**src/rtl/shifter_pkg.sv**
```systemverilog
package shifter_pkg;
  localparam int WORD_W  = 16;
  localparam int PLANES  = 4;
  localparam int GRP_W   = $clog2(PLANES);
  localparam int MODE_W  = 2;

  typedef enum logic [MODE_W-1:0] {
    MODE_LOW  = 2'b00,
    MODE_MED  = 2'b01,
    MODE_HIGH = 2'b10,
    MODE_STOP = 2'b11
  } mode_e;

  typedef struct packed {
    logic             load;
    logic [GRP_W-1:0] slot;
    logic             xfer;
    logic             shift;
    mode_e            mode;
  } strobes_t;
endpackage

```
**src/rtl/shifter_ctrl.sv**
```systemverilog
module shifter_ctrl
  import shifter_pkg::*;
(
  input  logic        clk,
  input  logic        rst,
  input  logic        lineSync,
  input  logic        loadStb,
  input  logic        hostSelN,
  input  logic [1:0]  hostData,
  output strobes_t    stb
);
  logic             selPrev;
  mode_e            dataHold, modeReg, modeDly, modeEff;
  logic [GRP_W-1:0] grpCnt, slotNow;
  logic [1:0]       divCnt, divLim;
  logic             shiftEn;

  // host write: data of the last selected clock, stored on select release
  always_ff @(posedge clk) begin
    if (rst) begin
      selPrev  <= 1'b1;
      dataHold <= MODE_LOW;
      modeReg  <= MODE_LOW;
      modeDly  <= MODE_LOW;
      modeEff  <= MODE_LOW;
    end else begin
      selPrev <= hostSelN;
      if (!hostSelN) dataHold <= mode_e'(hostData);
      if (hostSelN && !selPrev) modeReg <= dataHold;
      modeDly <= modeReg;
      modeEff <= modeDly;
    end
  end

  // load-group counter
  assign slotNow = lineSync ? '0 : grpCnt;

  always_ff @(posedge clk) begin
    if (rst)          grpCnt <= '0;
    else if (loadStb) grpCnt <= slotNow + 1'b1;
    else if (lineSync) grpCnt <= '0;
  end

  // shift divider
  always_comb begin
    case (modeEff)
      MODE_LOW: divLim = 2'd3;
      MODE_MED: divLim = 2'd1;
      default:  divLim = 2'd0;
    endcase
  end

  assign shiftEn = (modeEff != MODE_STOP) && (divCnt == divLim);

  always_ff @(posedge clk) begin
    if (rst)                                       divCnt <= '0;
    else if (lineSync || (modeDly != modeEff) || shiftEn) divCnt <= '0;
    else                                           divCnt <= divCnt + 1'b1;
  end

  always_comb begin
    stb.load  = loadStb;
    stb.slot  = slotNow;
    stb.xfer  = loadStb && (slotNow == GRP_W'(PLANES - 1));
    stb.shift = shiftEn;
    stb.mode  = modeEff;
  end
endmodule

```
**src/rtl/shifter_data.sv**
```systemverilog
module shifter_data
  import shifter_pkg::*;
(
  input  logic              clk,
  input  logic              rst,
  input  strobes_t          stb,
  input  logic [WORD_W-1:0] wordIn,
  output logic [PLANES-1:0] pixIdx
);
  localparam int HOLD_N = PLANES - 1;

  logic [HOLD_N-1:0][WORD_W-1:0] holdReg;
  logic [PLANES-1:0][WORD_W-1:0] shReg;
  logic [PLANES-1:0]             feedBit;

  // holding store: the last word of a group bypasses it
  always_ff @(posedge clk) begin
    if (rst) holdReg <= '0;
    else if (stb.load && !stb.xfer) holdReg[stb.slot] <= wordIn;
  end

  // chaining feed per mode
  always_comb begin
    for (int k = 0; k < PLANES; k++) begin
      feedBit[k] = 1'b0;
      case (stb.mode)
        MODE_MED:  if (k + 2 < PLANES) feedBit[k] = shReg[k + 2][WORD_W-1];
        MODE_HIGH: if (k + 1 < PLANES) feedBit[k] = shReg[k + 1][WORD_W-1];
        default:   feedBit[k] = 1'b0;
      endcase
    end
  end

  for (genvar k = 0; k < PLANES; k++) begin : g_plane
    always_ff @(posedge clk) begin
      if (rst)            shReg[k] <= '0;
      else if (stb.xfer)  shReg[k] <= (k == PLANES - 1) ? wordIn : holdReg[k % HOLD_N];
      else if (stb.shift) shReg[k] <= {shReg[k][WORD_W-2:0], feedBit[k]};
    end
    assign pixIdx[k] = shReg[k][WORD_W-1];
  end
endmodule

```
**src/rtl/bitplane_shifter.sv**
```systemverilog
module bitplane_shifter
  import shifter_pkg::*;
(
  input  logic        clk,
  input  logic        rst,
  input  logic        lineSync,
  input  logic        loadStb,
  input  logic [15:0] wordIn,
  input  logic        hostSelN,
  input  logic [1:0]  hostData,
  output logic [3:0]  pixIdx,
  output logic [3:0]  pixMask,
  output logic        pixStrobe
);
  strobes_t stb;

  shifter_ctrl u_ctrl (
    .clk(clk), .rst(rst), .lineSync(lineSync), .loadStb(loadStb),
    .hostSelN(hostSelN), .hostData(hostData), .stb(stb)
  );

  shifter_data u_data (
    .clk(clk), .rst(rst), .stb(stb), .wordIn(wordIn), .pixIdx(pixIdx)
  );

  always_comb begin
    case (stb.mode)
      MODE_LOW:  pixMask = 4'b1111;
      MODE_MED:  pixMask = 4'b0011;
      MODE_HIGH: pixMask = 4'b0001;
      default:   pixMask = 4'b0000;
    endcase
  end

  assign pixStrobe = stb.shift;
endmodule

```
**config.mk**
```make
export PLATFORM = sky130hd
export DESIGN_NAME = bitplane_shifter
export DESIGN_NICKNAME = d
export VERILOG_FILES = /design/src/rtl/shifter_pkg.sv /design/src/rtl/shifter_ctrl.sv /design/src/rtl/shifter_data.sv /design/src/rtl/bitplane_shifter.sv
export SDC_FILE = /design/constraint.sdc
export NUM_CORES = 1
export LEC_CHECK = 0
export BUFFER_PORTS_ARGS = -buffer_cell sky130_fd_sc_hd__buf_2
export CAP_MARGIN = 5
export CORE_UTILIZATION = 31
export CTS_CLUSTER_SIZE = 12
export DETAILED_ROUTE_END_ITERATION = 8
export PLACE_DENSITY_LB_ADDON = 0.05
export SLEW_MARGIN = 20
export SYNTH_ARGS = -nofsm -noshare
export SYNTH_HDL_FRONTEND = slang
export SYNTH_SLANG_ARGS = --single-unit
```
**constraint.sdc**
```tcl
create_clock -name clk -period 2.32 [get_ports clk]
set_input_delay 0.348 -clock clk [delete_from_list [all_inputs] [get_ports clk]]
set_output_delay 0.348 -clock clk [all_outputs]
set_load 0.03 [all_outputs]
```
==> flow_summary.yaml, run 1 <==
status:
  outcome: "finished, final reports clean"
critical_path:
  worstPathRequired_ps: 1970
  crit_type: "flip-flop to output pin"
  crit_path_end_kind: "output pin"
  rrSetupSlack_ps: 110
  startpoint_type: "flip-flop"
  arrival_ps: 1950
  cpMaxStageDelayCell: "or4bb_4"
  cpPeakStageDelay_ps: 530
  crit_path_max_fanout: 3
  cp_cell_sequence: "inv_4, ha_4, or4bb_4, a31oi_4, buf_12, buf_8"
grt:
  grt.overflow.total: 0
  grt_pass1_vias: 3901
  grt_pass1_wl_um: 21000
  track_usage_pct: 17.2
  grt_max_degree: 62
  antenna_found_initial: 0
die:
  std_cell_rows: 45
  start_util_pct: 32.2
  die_x_um: 128
  fp.dieH_um: 128
  ioPinCount: 32
  dieArea_um2: 16500
  core_um2: 15400
final_layout:
  n_antenna_cell: 0
  drive_gt1_share_pct: 16.5
  layout.nets: 630
  fill_cells: 1568
  ff_latch_area_um2: 2510
  final_util_pct: 40.0
  multi_input_area_um2: 2250
  area_growth_pct: 24.5
pwr:
  finalPower_uw: 5370
  power_density_nw_per_um2: 872
  power_leakage_uw: 0.00213
  peakVddDrop_mv: 0.533
run:
  drv_cap: 0
synth:
  yosys_warnings: 0
  syn_nets: 594
  ys_seq_area_share_pct: 50.6
  avgSynthCellArea_um2: 8.78
  syn_inst: 563
  ys_ff_latch: 125
  synth_top_area_share_pct: 50.6
  synth_area_leaders: "dfxtp_1 (51%), mux2i_1 (13%), nand2_1 (12%)"
  ys_types: 24
  synth.largest_area_cell: "dfxtp_1"
  netlist_area_um2: 4940
route:
  viasPerCell: 4.65
  first_pass_iters: 4
  ant_nets: 0
  finalWirelength_um: 12800
  via_count: 3823
  drc: 0
  drtIter0Drc: 150
  wl_per_cell_um: 15.6
sta:
  finalHoldViolCount: 0
  max_freq_mhz: 435
  skew_ps: 10.6
  post-route-period-util_pct: 99.0
  slew_headroom_pct: 71.6
  period_needed_ps: 2300
  hold_ws_ps: 171
  rsz0062_at_grt: "true"
  slew_violations: 0
  fin_ws_ps: 22.1
  finalSetupViolations: 0
  worst_slew_pin_slew_ps: 426
placement:
  io_buffers: 31
  gp_congestion: 0.692
  post-place-ws_ps: 67.8
  dp_hpwl_um: 8360
clock_network:
  cts.sinks: 125
  htreeDepth: 4
  cts_tree: "built"
  cts_max_path_buffers: 2
  cts_inserted_buffers: 17
  insertion_delay_ps: 410
  path_clk_slew_ps: 60
  root_buffer: "clkbuf_16"
hold_path:
  hold_path.class: "primary input to flip-flop"
==> report_power, final <==
group	internal (uW)	leakage, uW	total (uW)	switching [uW]
Combinational	73.3	0.000800	212	139
Clock	1970	0.000320	2960	988
Sequential	2180	0.00101	2200	18.0
==> state kept, by name, indices dropped and copies added, names as in the netlist <==
signal	flops
u_data.shReg	60
u_data.holdReg	48
u_data.pixIdx	4
u_ctrl.dataHold	2
u_ctrl.divCnt	2
u_ctrl.grpCnt	2
u_ctrl.modeDly	2
u_ctrl.modeEff	2
u_ctrl.modeReg	2
u_ctrl.selPrev	1
==> layer usage <==
layer	vias to the layer above	track usage [%]	share of wire (%)
li1	1940	-	-
met1	1820	22.4	51
met2	53	27.0	44
met3	10	5.05	3.2
met4	0	6.30	0.98
met5	-	0	0
==> area by class of cell <==
class	count	area share [%]
multi-input combinational	393	36.6
clock buffer	19	7.36
tap	211	4.29
timing repair buffer	57	7.20
clock inverter	13	3.41
sequential	125	40.7
inverter	5	0.386
==> final timing paths <==
kind | startpoint | to | cells past startpoint
max | u_ctrl.modeEff[0]$_SDFF_PP0_ | pixStrobe | 6
min | hostData[1] | u_ctrl.dataHold[1]$_SDFFE_PP0N_ | 3
max reg2reg | u_ctrl.modeEff[0]$_SDFF_PP0_ | u_data.shReg[57]$_SDFFE_PP0P_ | 9
min reg2reg | u_data.holdReg[30]$_SDFFE_PP0P_ | u_data.shReg[30]$_SDFFE_PP0P_ | 2
==> per-stage QoR <==
step | setup TNS, ps | std cells | instance area, um2
3_5_place_dp | 0 | 783 | 5370
2_1_floorplan | 0 | 563 | 4940
3_3_place_gp | 0 | 783 | 5370
5_1_grt | -111 | 823 | 6160
6_report | 0 | 823 | 6160
4_1_cts | -102 | 823 | 6140
==> cell families (layout without fill, tap and decap cells) <==
logic type | after synthesis | after routing | share of synthesized area, %
buffers and inverters | 45 | 94 | 4.63
muxes | 65 | 65 | 13.2
and+or+nand+nor | 200 | 200 | 16.5
DFF | 125 | 125 | 50.6
xor gates and xnor gates | 4 | 4 | 0.709
AOI/OAI and AO/OA | 116 | 116 | 12.4
adders and majority gates | 8 | 8 | 2.02
==> timing repair <==
action / in CTS / in global routing
endpoints found under the setup margin: 1 / 64
hold buffers: 0 / 0
setup buffers: 8 / 0
gates cloned: 0 / 0
resized for setup: 14 / 4
pin swaps: 4 / 2
==> synthesized netlist by cell type, drive strengths merged <==
cell      n
a21oi    50
a22o      2
a311oi    2
a31oi     1
and2      4
buf      12
clkbuf   28
dfxtp   125
ha        8
inv       5
mux2i    65
nand2   162
nand2b    6
nand3     4
nand3b    1
nor2     14
nor2b     5
o21ai    61
or2       1
or4       2
or4bb     1
xnor2     4
==> worst max-delay path, delay by kind of cell (launching register included) <==
| family | cells | cell delay [ps] |
|---|---|---|
| adders and majority gates | 1 | 150 |
| and+or+nand+nor | 1 | 530 |
| buffers and inverters | 3 | 300 |
| AOI/OAI and AO/OA | 1 | 170 |
| DFF | 1 | 380 |
==> cell usage in the layout (no fill, tap or decap), types with 2 or more instances in the layout <==
cell        netlist  layout
and2_1            4       4
buf_2             0      30
nand3_1           4       4
a21oi_1          50      50
clkinvlp_4        0       2
inv_6             0       2
mux2i_1          65      65
buf_6             4       2
nor2_1           14      13
buf_12            0       6
ha_1              8       6
clkbuf_8          0       2
inv_4             0       2
nand2b_1          6       5
clkinv_2          0       2
inv_1             5       3
buf_4             8      18
o21ai_1          28      28
a22o_1            2       2
nand2_1         162     162
nor2b_1           5       5
o21ai_0          33      33
dfxtp_1         125     123
ha_4              0       2
bufinv_16         0       5
clkinv_4          0       2
a311oi_1          2       2
xnor2_1           4       4
clkbuf_16         0      17
No activity file was read; power rests on OpenSTA's default activity.
==> inputs of run 2 (changes only) <==
--- a/config.mk
+++ b/config.mk
@@ -5,12 +5,13 @@
 export SDC_FILE = /design/constraint.sdc
 export NUM_CORES = 1
 export LEC_CHECK = 0
-export BUFFER_PORTS_ARGS = -buffer_cell sky130_fd_sc_hd__buf_2
 export CAP_MARGIN = 5
 export CORE_UTILIZATION = 31
 export CTS_CLUSTER_SIZE = 12
 export DETAILED_ROUTE_END_ITERATION = 8
+export DONT_BUFFER_PORTS = 1
 export PLACE_DENSITY_LB_ADDON = 0.05
+export SETUP_SLACK_MARGIN = 0.02
 export SLEW_MARGIN = 20
 export SYNTH_ARGS = -nofsm -noshare
 export SYNTH_HDL_FRONTEND = slang
==> run 2 against run 1 <==
Effect of this change:
- the run now ends with setup timing left
- worst setup slack got worse by 25 ps
- register-to-register slack got worse by 50 ps
- utilization fell by 1.2 points
- first-iteration DRC count rose by 32%
- combinational power fell by 22%
- non-clock buffer count fell by 28
- routed wire length rose by 3.7%
- clock power fell by 13%
- die area did not move
==> flow_summary.yaml, run 2 (same netlist as run 1, synthesis figures left out) <==
final_layout:
  layout.cells.non_filler: 794
  fill_cells: 1555
  n_antenna_cell: 0
  layout.nets: 602
  area_growth_pct: 20.9
  drive_gt1_share_pct: 11.7
  mostFrequentLayoutCell: "nand2_1"
  mostFrequentLayoutCells: "nand2_1 (162), dfxtp_1 (123), mux2i_1 (65)"
  regMostFlops: "u_data.shReg"
  largest_register_ffs: 60
  final_area_um2: 5980
sta:
  max_freq_mhz: 431
  skew_ps: 9.20
  hold_ws_ps: 28.1
  setup-tns-final_ps: -2.47
  finalHoldViolCount: 0
  slew_headroom_pct: 63.6
  slew_violations: 0
  rsz0062_at_grt: "true"
  finalSetupViolations: 1
  post-route-period-util_pct: 100
  fin_ws_ps: -2.47
  period_needed_ps: 2320
  worst_slew_pin_slew_ps: 543
pwr:
  p_sw_uw: 1040
  switching_share_pct: 21.0
  seq_power_share_pct: 44.6
  power_leakage_uw: 0.00201
  combPwrFrac_pct: 3.4
  p_int_uw: 3900
  p_clk_share_pct: 52.1
  power_density_nw_per_um2: 825
  peakVddDrop_mv: 0.522
die:
  dieArea_um2: 16500
  core_um2: 15400
  fp.dieH_um: 128
  die_x_um: 128
  ioPinCount: 32
  start_util_pct: 32.2
  std_cell_rows: 45
hold_path:
  whs_path_depth: 1
  hold_path.class: "primary input to flip-flop"
  hp-start: "rst"
  hold_end: "u_ctrl.dataHold[0]$_SDFFE_PP0N_"
critical_path:
  crit_type: "flip-flop to output pin"
  crit_path_end_kind: "output pin"
  crit_path_max_fanout: 5
  r2r_cells: 9
  reg2reg_from: "u_ctrl.modeEff[0]$_SDFF_PP0_"
  arrival_ps: 1970
  worstPathRequired_ps: 1970
  rrSetupSlack_ps: 60
  startpoint_type: "flip-flop"
  worstReg2RegEnd: "u_data.shReg[10]$_SDFFE_PP0P_"
clock_network:
  insertion_delay_ps: 410
  root_buffer: "clkbuf_16"
  path_clk_slew_ps: 50
  cts_tree: "built"
  cts_max_path_buffers: 2
  cts.sinks: 125
  htreeDepth: 4
  cts_inserted_buffers: 17
grt:
  use_met1_pct: 24.3
  grt_max_degree: 62
  antenna_found_initial: 0
  track_usage_pct: 17.8
  gr-usage-met3_pct: 4.72
  grt_pass1_vias: 3747
  grt_pass1_wl_um: 21600
  met2_usage_pct: 27.1
  grt.overflow.total: 0
  busiest_layer: "met2"
route:
  first_pass_iters: 4
  via_count: 3671
  viasPerCell: 4.62
  ant_nets: 0
  finalWirelength_um: 13300
  wl_per_cell_um: 16.7
  drtIter0Drc: 198
  drc: 0
run:
  drv_cap: 0
status:
  violations: "setup timing"
  outcome: "finished with violations"
placement:
  dp_hpwl_um: 8020
  io_buffers: 0
  place_area_um2: 5210
  gp_congestion: 0.682
  placedCellCount: 751
-- run 2: cell count changes in the layout (fill, tap and decap cells not counted), moves of 3 or more --
cell       before  now
buf_2          30    0
clkinv_2        2    6
bufinv_16       5    2
clkbuf_1        0    3
-- run 2: metrics by stage --
step / total power [uW] / worst slack [ps] / util, %
floorplan: 2350 / 115 / -
global placement: 2380 / 125 / 33.9
detailed placement: 2390 / 58.1 / 33.9
CTS: 5010 / -68.2 / 38.8
global route: 5130 / -67.6 / 38.9
finish: 4930 / -2.47 / 38.9
-- run 2: worst max-delay path by stage --
stage,slack [ps],from,to
floorplan,120,u_ctrl.modeEff[0]$_SDFF_PP0_,u_data.shReg[32]$_SDFFE_PP0P_
global placement,120,u_ctrl.modeEff[0]$_SDFF_PP0_,u_data.shReg[12]$_SDFFE_PP0P_
detailed placement,60,u_ctrl.modeEff[0]$_SDFF_PP0_,u_data.shReg[45]$_SDFFE_PP0P_
CTS,-70,u_ctrl.modeEff[0]$_SDFF_PP0_,pixStrobe
global route,-70,u_ctrl.modeEff[1]$_SDFF_PP0_,pixStrobe
finish,-2,u_ctrl.modeEff[0]$_SDFF_PP0_,pixStrobe
-- run 2: per-layer routing --
layer	wire length [um]	part of all wire [%]
met5	0	0
met4	124	0.93
met3	524	3.9
met2	5890	44
met1	6740	51
-- run 2: power groups by stage --
stage / Combinational, uW / Clock, uW / Sequential (uW)
final: 166 / 2570 / 2200
after floorplan: 115 / 0 / 2240
after global placement: 140 / 0 / 2240
after CTS: 171 / 2650 / 2200
after detailed placement: 143 / 0 / 2240
after global routing: 188 / 2740 / 2200
-- run 2: what timing repair did --
item | CTS | global route
pin swaps | 4 | 2
cloned | 2 | 0
resized for setup | 10 | 2
hold buffers | 2 | 0
setup buffers | 8 | 0
endpoints found under the setup margin | 1 | 45
endpoints found under the hold margin | 42 | 0
-- run 2: critical path, stage by stage (launching register included) --
cell and delay (ps):
dfxtp_4 370, inv_4 40, ha_4 150, or4_4 490, a31oi_4 230, buf_12 140, buf_12 130
-- run 2: area by class of cell --
| cell class | count | area [um2] | area share, % |
|---|---|---|---|
| clock inverters | 8 | 90.1 | 1.51 |
| multi-input cells | 393 | 2250 | 37.7 |
| inverters | 5 | 23.8 | 0.398 |
| repair buffers | 29 | 358 | 5.99 |
| clock buffers | 23 | 478 | 8.00 |
| well taps | 211 | 264 | 4.42 |
| flip-flops and latches | 125 | 2510 | 42.0 |
==> inputs of run 3 (changes only) <==
--- a/config.mk
+++ b/config.mk
@@ -6,7 +6,8 @@
 export NUM_CORES = 1
 export LEC_CHECK = 0
 export CAP_MARGIN = 5
-export CORE_UTILIZATION = 31
+export CORE_UTILIZATION = 65
+export CTS_BUF_LIST = sky130_fd_sc_hd__clkbuf_4 sky130_fd_sc_hd__clkbuf_8
 export CTS_CLUSTER_SIZE = 12
 export DETAILED_ROUTE_END_ITERATION = 8
 export DONT_BUFFER_PORTS = 1
==> run 3 against run 2 <==
Effect of this change:
- the flow still finishes with violations (setup timing)
- non-clock buffer count down 6
- sequential share of layout area up 2.6 points
- largest cell class unchanged
- highest routed layer unchanged
- critical path type unchanged
- clock-buffer cell count down 1
- combinational power about the same
- critical path depth unchanged
==> flow_summary.yaml, run 3 (same netlist as run 1, synthesis figures left out) <==
status:
  outcome: "finished with violations"
  violations: "setup timing"
route:
  viasPerCell: 5.65
  finalWirelength_um: 11100
  wl_per_cell_um: 16.4
  drtIter0Drc: 333
  first_pass_iters: 4
  via_count: 3822
  drc: 0
  ant_nets: 0
hold_path:
  hold_path.class: "primary input to flip-flop"
  hold_end: "u_data.shReg[61]$_SDFFE_PP0P_"
  whs_path_depth: 2
  hp-start: "wordIn[13]"
grt:
  grt_pass1_wl_um: 17300
  grt_pass1_vias: 3616
  antenna_found_initial: 0
  grt_max_degree: 62
  track_usage_pct: 29.4
  grt.overflow.total: 0
sta:
  fin_ws_ps: -8.43
  rsz0062_at_grt: "true"
  slew_violations: 0
  worst_slew_pin_slew_ps: 661
  finalSetupViolations: 1
  hold_ws_ps: 41.3
  finalHoldViolCount: 0
  max_freq_mhz: 429
  period_needed_ps: 2330
  post-route-period-util_pct: 100
  slew_headroom_pct: 55.8
  skew_ps: 10.3
clock_network:
  cts.sinks: 125
  insertion_delay_ps: 420
  htreeDepth: 4
  cts_inserted_buffers: 17
  cts_tree: "built"
  path_clk_slew_ps: 70
  cts_max_path_buffers: 2
  root_buffer: "clkbuf_8"
critical_path:
  crit_path_max_fanout: 6
  startpoint_type: "flip-flop"
  crit_type: "flip-flop to output pin"
  cpPeakStageDelay_ps: 520
  cp_common_cell: "buf_12"
  r2r_cells: 9
  worstReg2RegEnd: "u_data.pixIdx[1]$_SDFFE_PP0P_"
  cp_top_family: "simple AND/OR/NAND/NOR gates"
  arrival_ps: 1980
  critPathBufInv: 3
  crit_path_end_kind: "output pin"
  cp_cell_sequence: "inv_4, ha_4, or4bb_4, a31oi_4, buf_12, buf_12"
  worstPathRequired_ps: 1970
  rrSetupSlack_ps: 20
  cpMaxStageDelayCell: "or4bb_4"
  reg2reg_from: "u_ctrl.modeEff[0]$_SDFF_PP0_"
pwr:
  power_leakage_uw: 0.00189
  power_density_nw_per_um2: 757
  peakVddDrop_mv: 0.554
final_layout:
  mostFrequentLayoutCell: "nand2_1"
  n_antenna_cell: 0
  fill_cells: 542
  largest_register_ffs: 60
  final_util_pct: 77.2
  area_growth_pct: 13.8
  regMostFlops: "u_data.shReg"
  drive_gt1_share_pct: 11.6
  mostFrequentLayoutCells: "nand2_1 (162), dfxtp_1 (123), mux2i_1 (65)"
  layout.nets: 596
die:
  start_util_pct: 67.8
  ioPinCount: 32
  core_um2: 7290
  std_cell_rows: 31
  die_x_um: 89.2
  fp.dieH_um: 89.2
  dieArea_um2: 7960
placement:
  io_buffers: 0
  gp_congestion: 0.741
  dp_hpwl_um: 6570
run:
  drv_cap: 0
==> run 3: cell types whose count changed in the layout (fill, tap and decap cells not counted), moves of 3 or more <==
cell,before,now
clkbuf_16,17,1
clkinvlp_4,0,5
clkbuf_8,3,21
clkinv_2,6,3
buf_4,19,14
clkbuf_1,3,0
==> run 3: worst reg2reg max path: cells and delay by family (launching register included) <==
kind            cells  cell delay (ps)
fa+ha+maj           1              150
mux                 1              170
simple gates        1              520
buf+inv             4              670
flops               1              390
compound gates      2              280
==> run 3: cell type report <==
cell class | instances | area (um2) | area share (%)
clock inverter | 10 | 113 | 2.00
timing repair buffer | 23 | 310 | 5.51
clock buffer | 22 | 297 | 5.27
multi-input combinational | 393 | 2250 | 40.1
tap | 99 | 124 | 2.20
sequential | 125 | 2510 | 44.6
inverter | 5 | 21.3 | 0.378
==> run 3: routing by layer <==
| metal | vias up | GRT usage (%) | share of wire, % |
|---|---|---|---|
| met1 | 1852 | 34.9 | 43 |
| met4 | 0 | 13.0 | 1.4 |
| met5 | - | 0 | 0 |
| met2 | 81 | 49.5 | 51 |
| li1 | 1878 | - | - |
| met3 | 11 | 8.68 | 5.3 |
==> run 3: through the flow <==
stage          total power, uW  instances  setup TNS [ps]  setup WS [ps]  area [um2]
2_1_floorplan             2350        563               0            115        4950
3_3_place_gp              2370        636               0            182        5050
3_5_place_dp              2380        636               0           59.3        5050
4_1_cts                   4270        674           -75.3          -75.3        5570
5_1_grt                   4410        677            -192          -67.6        5630
6_report                  4260        677           -8.43          -8.43        5630
==> run 3: timing repair <==
action	4_1_cts	5_1_grt
gates resized for setup	7	4
cloned	1	1
hold endpoints to repair	61	0
hold buffers	1	0
setup buffers	4	2
pin swaps	3	3
endpoints found under the setup margin	1	32
==> run 3: report_power, final <==
group	total (uW)	switching, uW	internal [uW]
Clock	1900	820	1070
Sequential	2200	18.1	2180
Combinational	166	102	64.1
Total	4260	940	3320
==> run 3: worst max path at each step <==
stage          slack [ps]  cells past startpoint                            end                          from
5_1_grt               -70                      6                      pixStrobe  u_ctrl.modeEff[1]$_SDFF_PP0_
6_report               -8                      6                      pixStrobe  u_ctrl.modeEff[0]$_SDFF_PP0_
4_1_cts               -80                      6                      pixStrobe  u_ctrl.modeEff[1]$_SDFF_PP0_
2_1_floorplan         120                      8  u_data.shReg[32]$_SDFFE_PP0P_  u_ctrl.modeEff[0]$_SDFF_PP0_
3_5_place_dp           60                      8  u_data.shReg[44]$_SDFFE_PP0P_  u_ctrl.modeEff[0]$_SDFF_PP0_
3_3_place_gp          180                      8  u_data.shReg[57]$_SDFFE_PP0P_  u_ctrl.modeEff[0]$_SDFF_PP0_
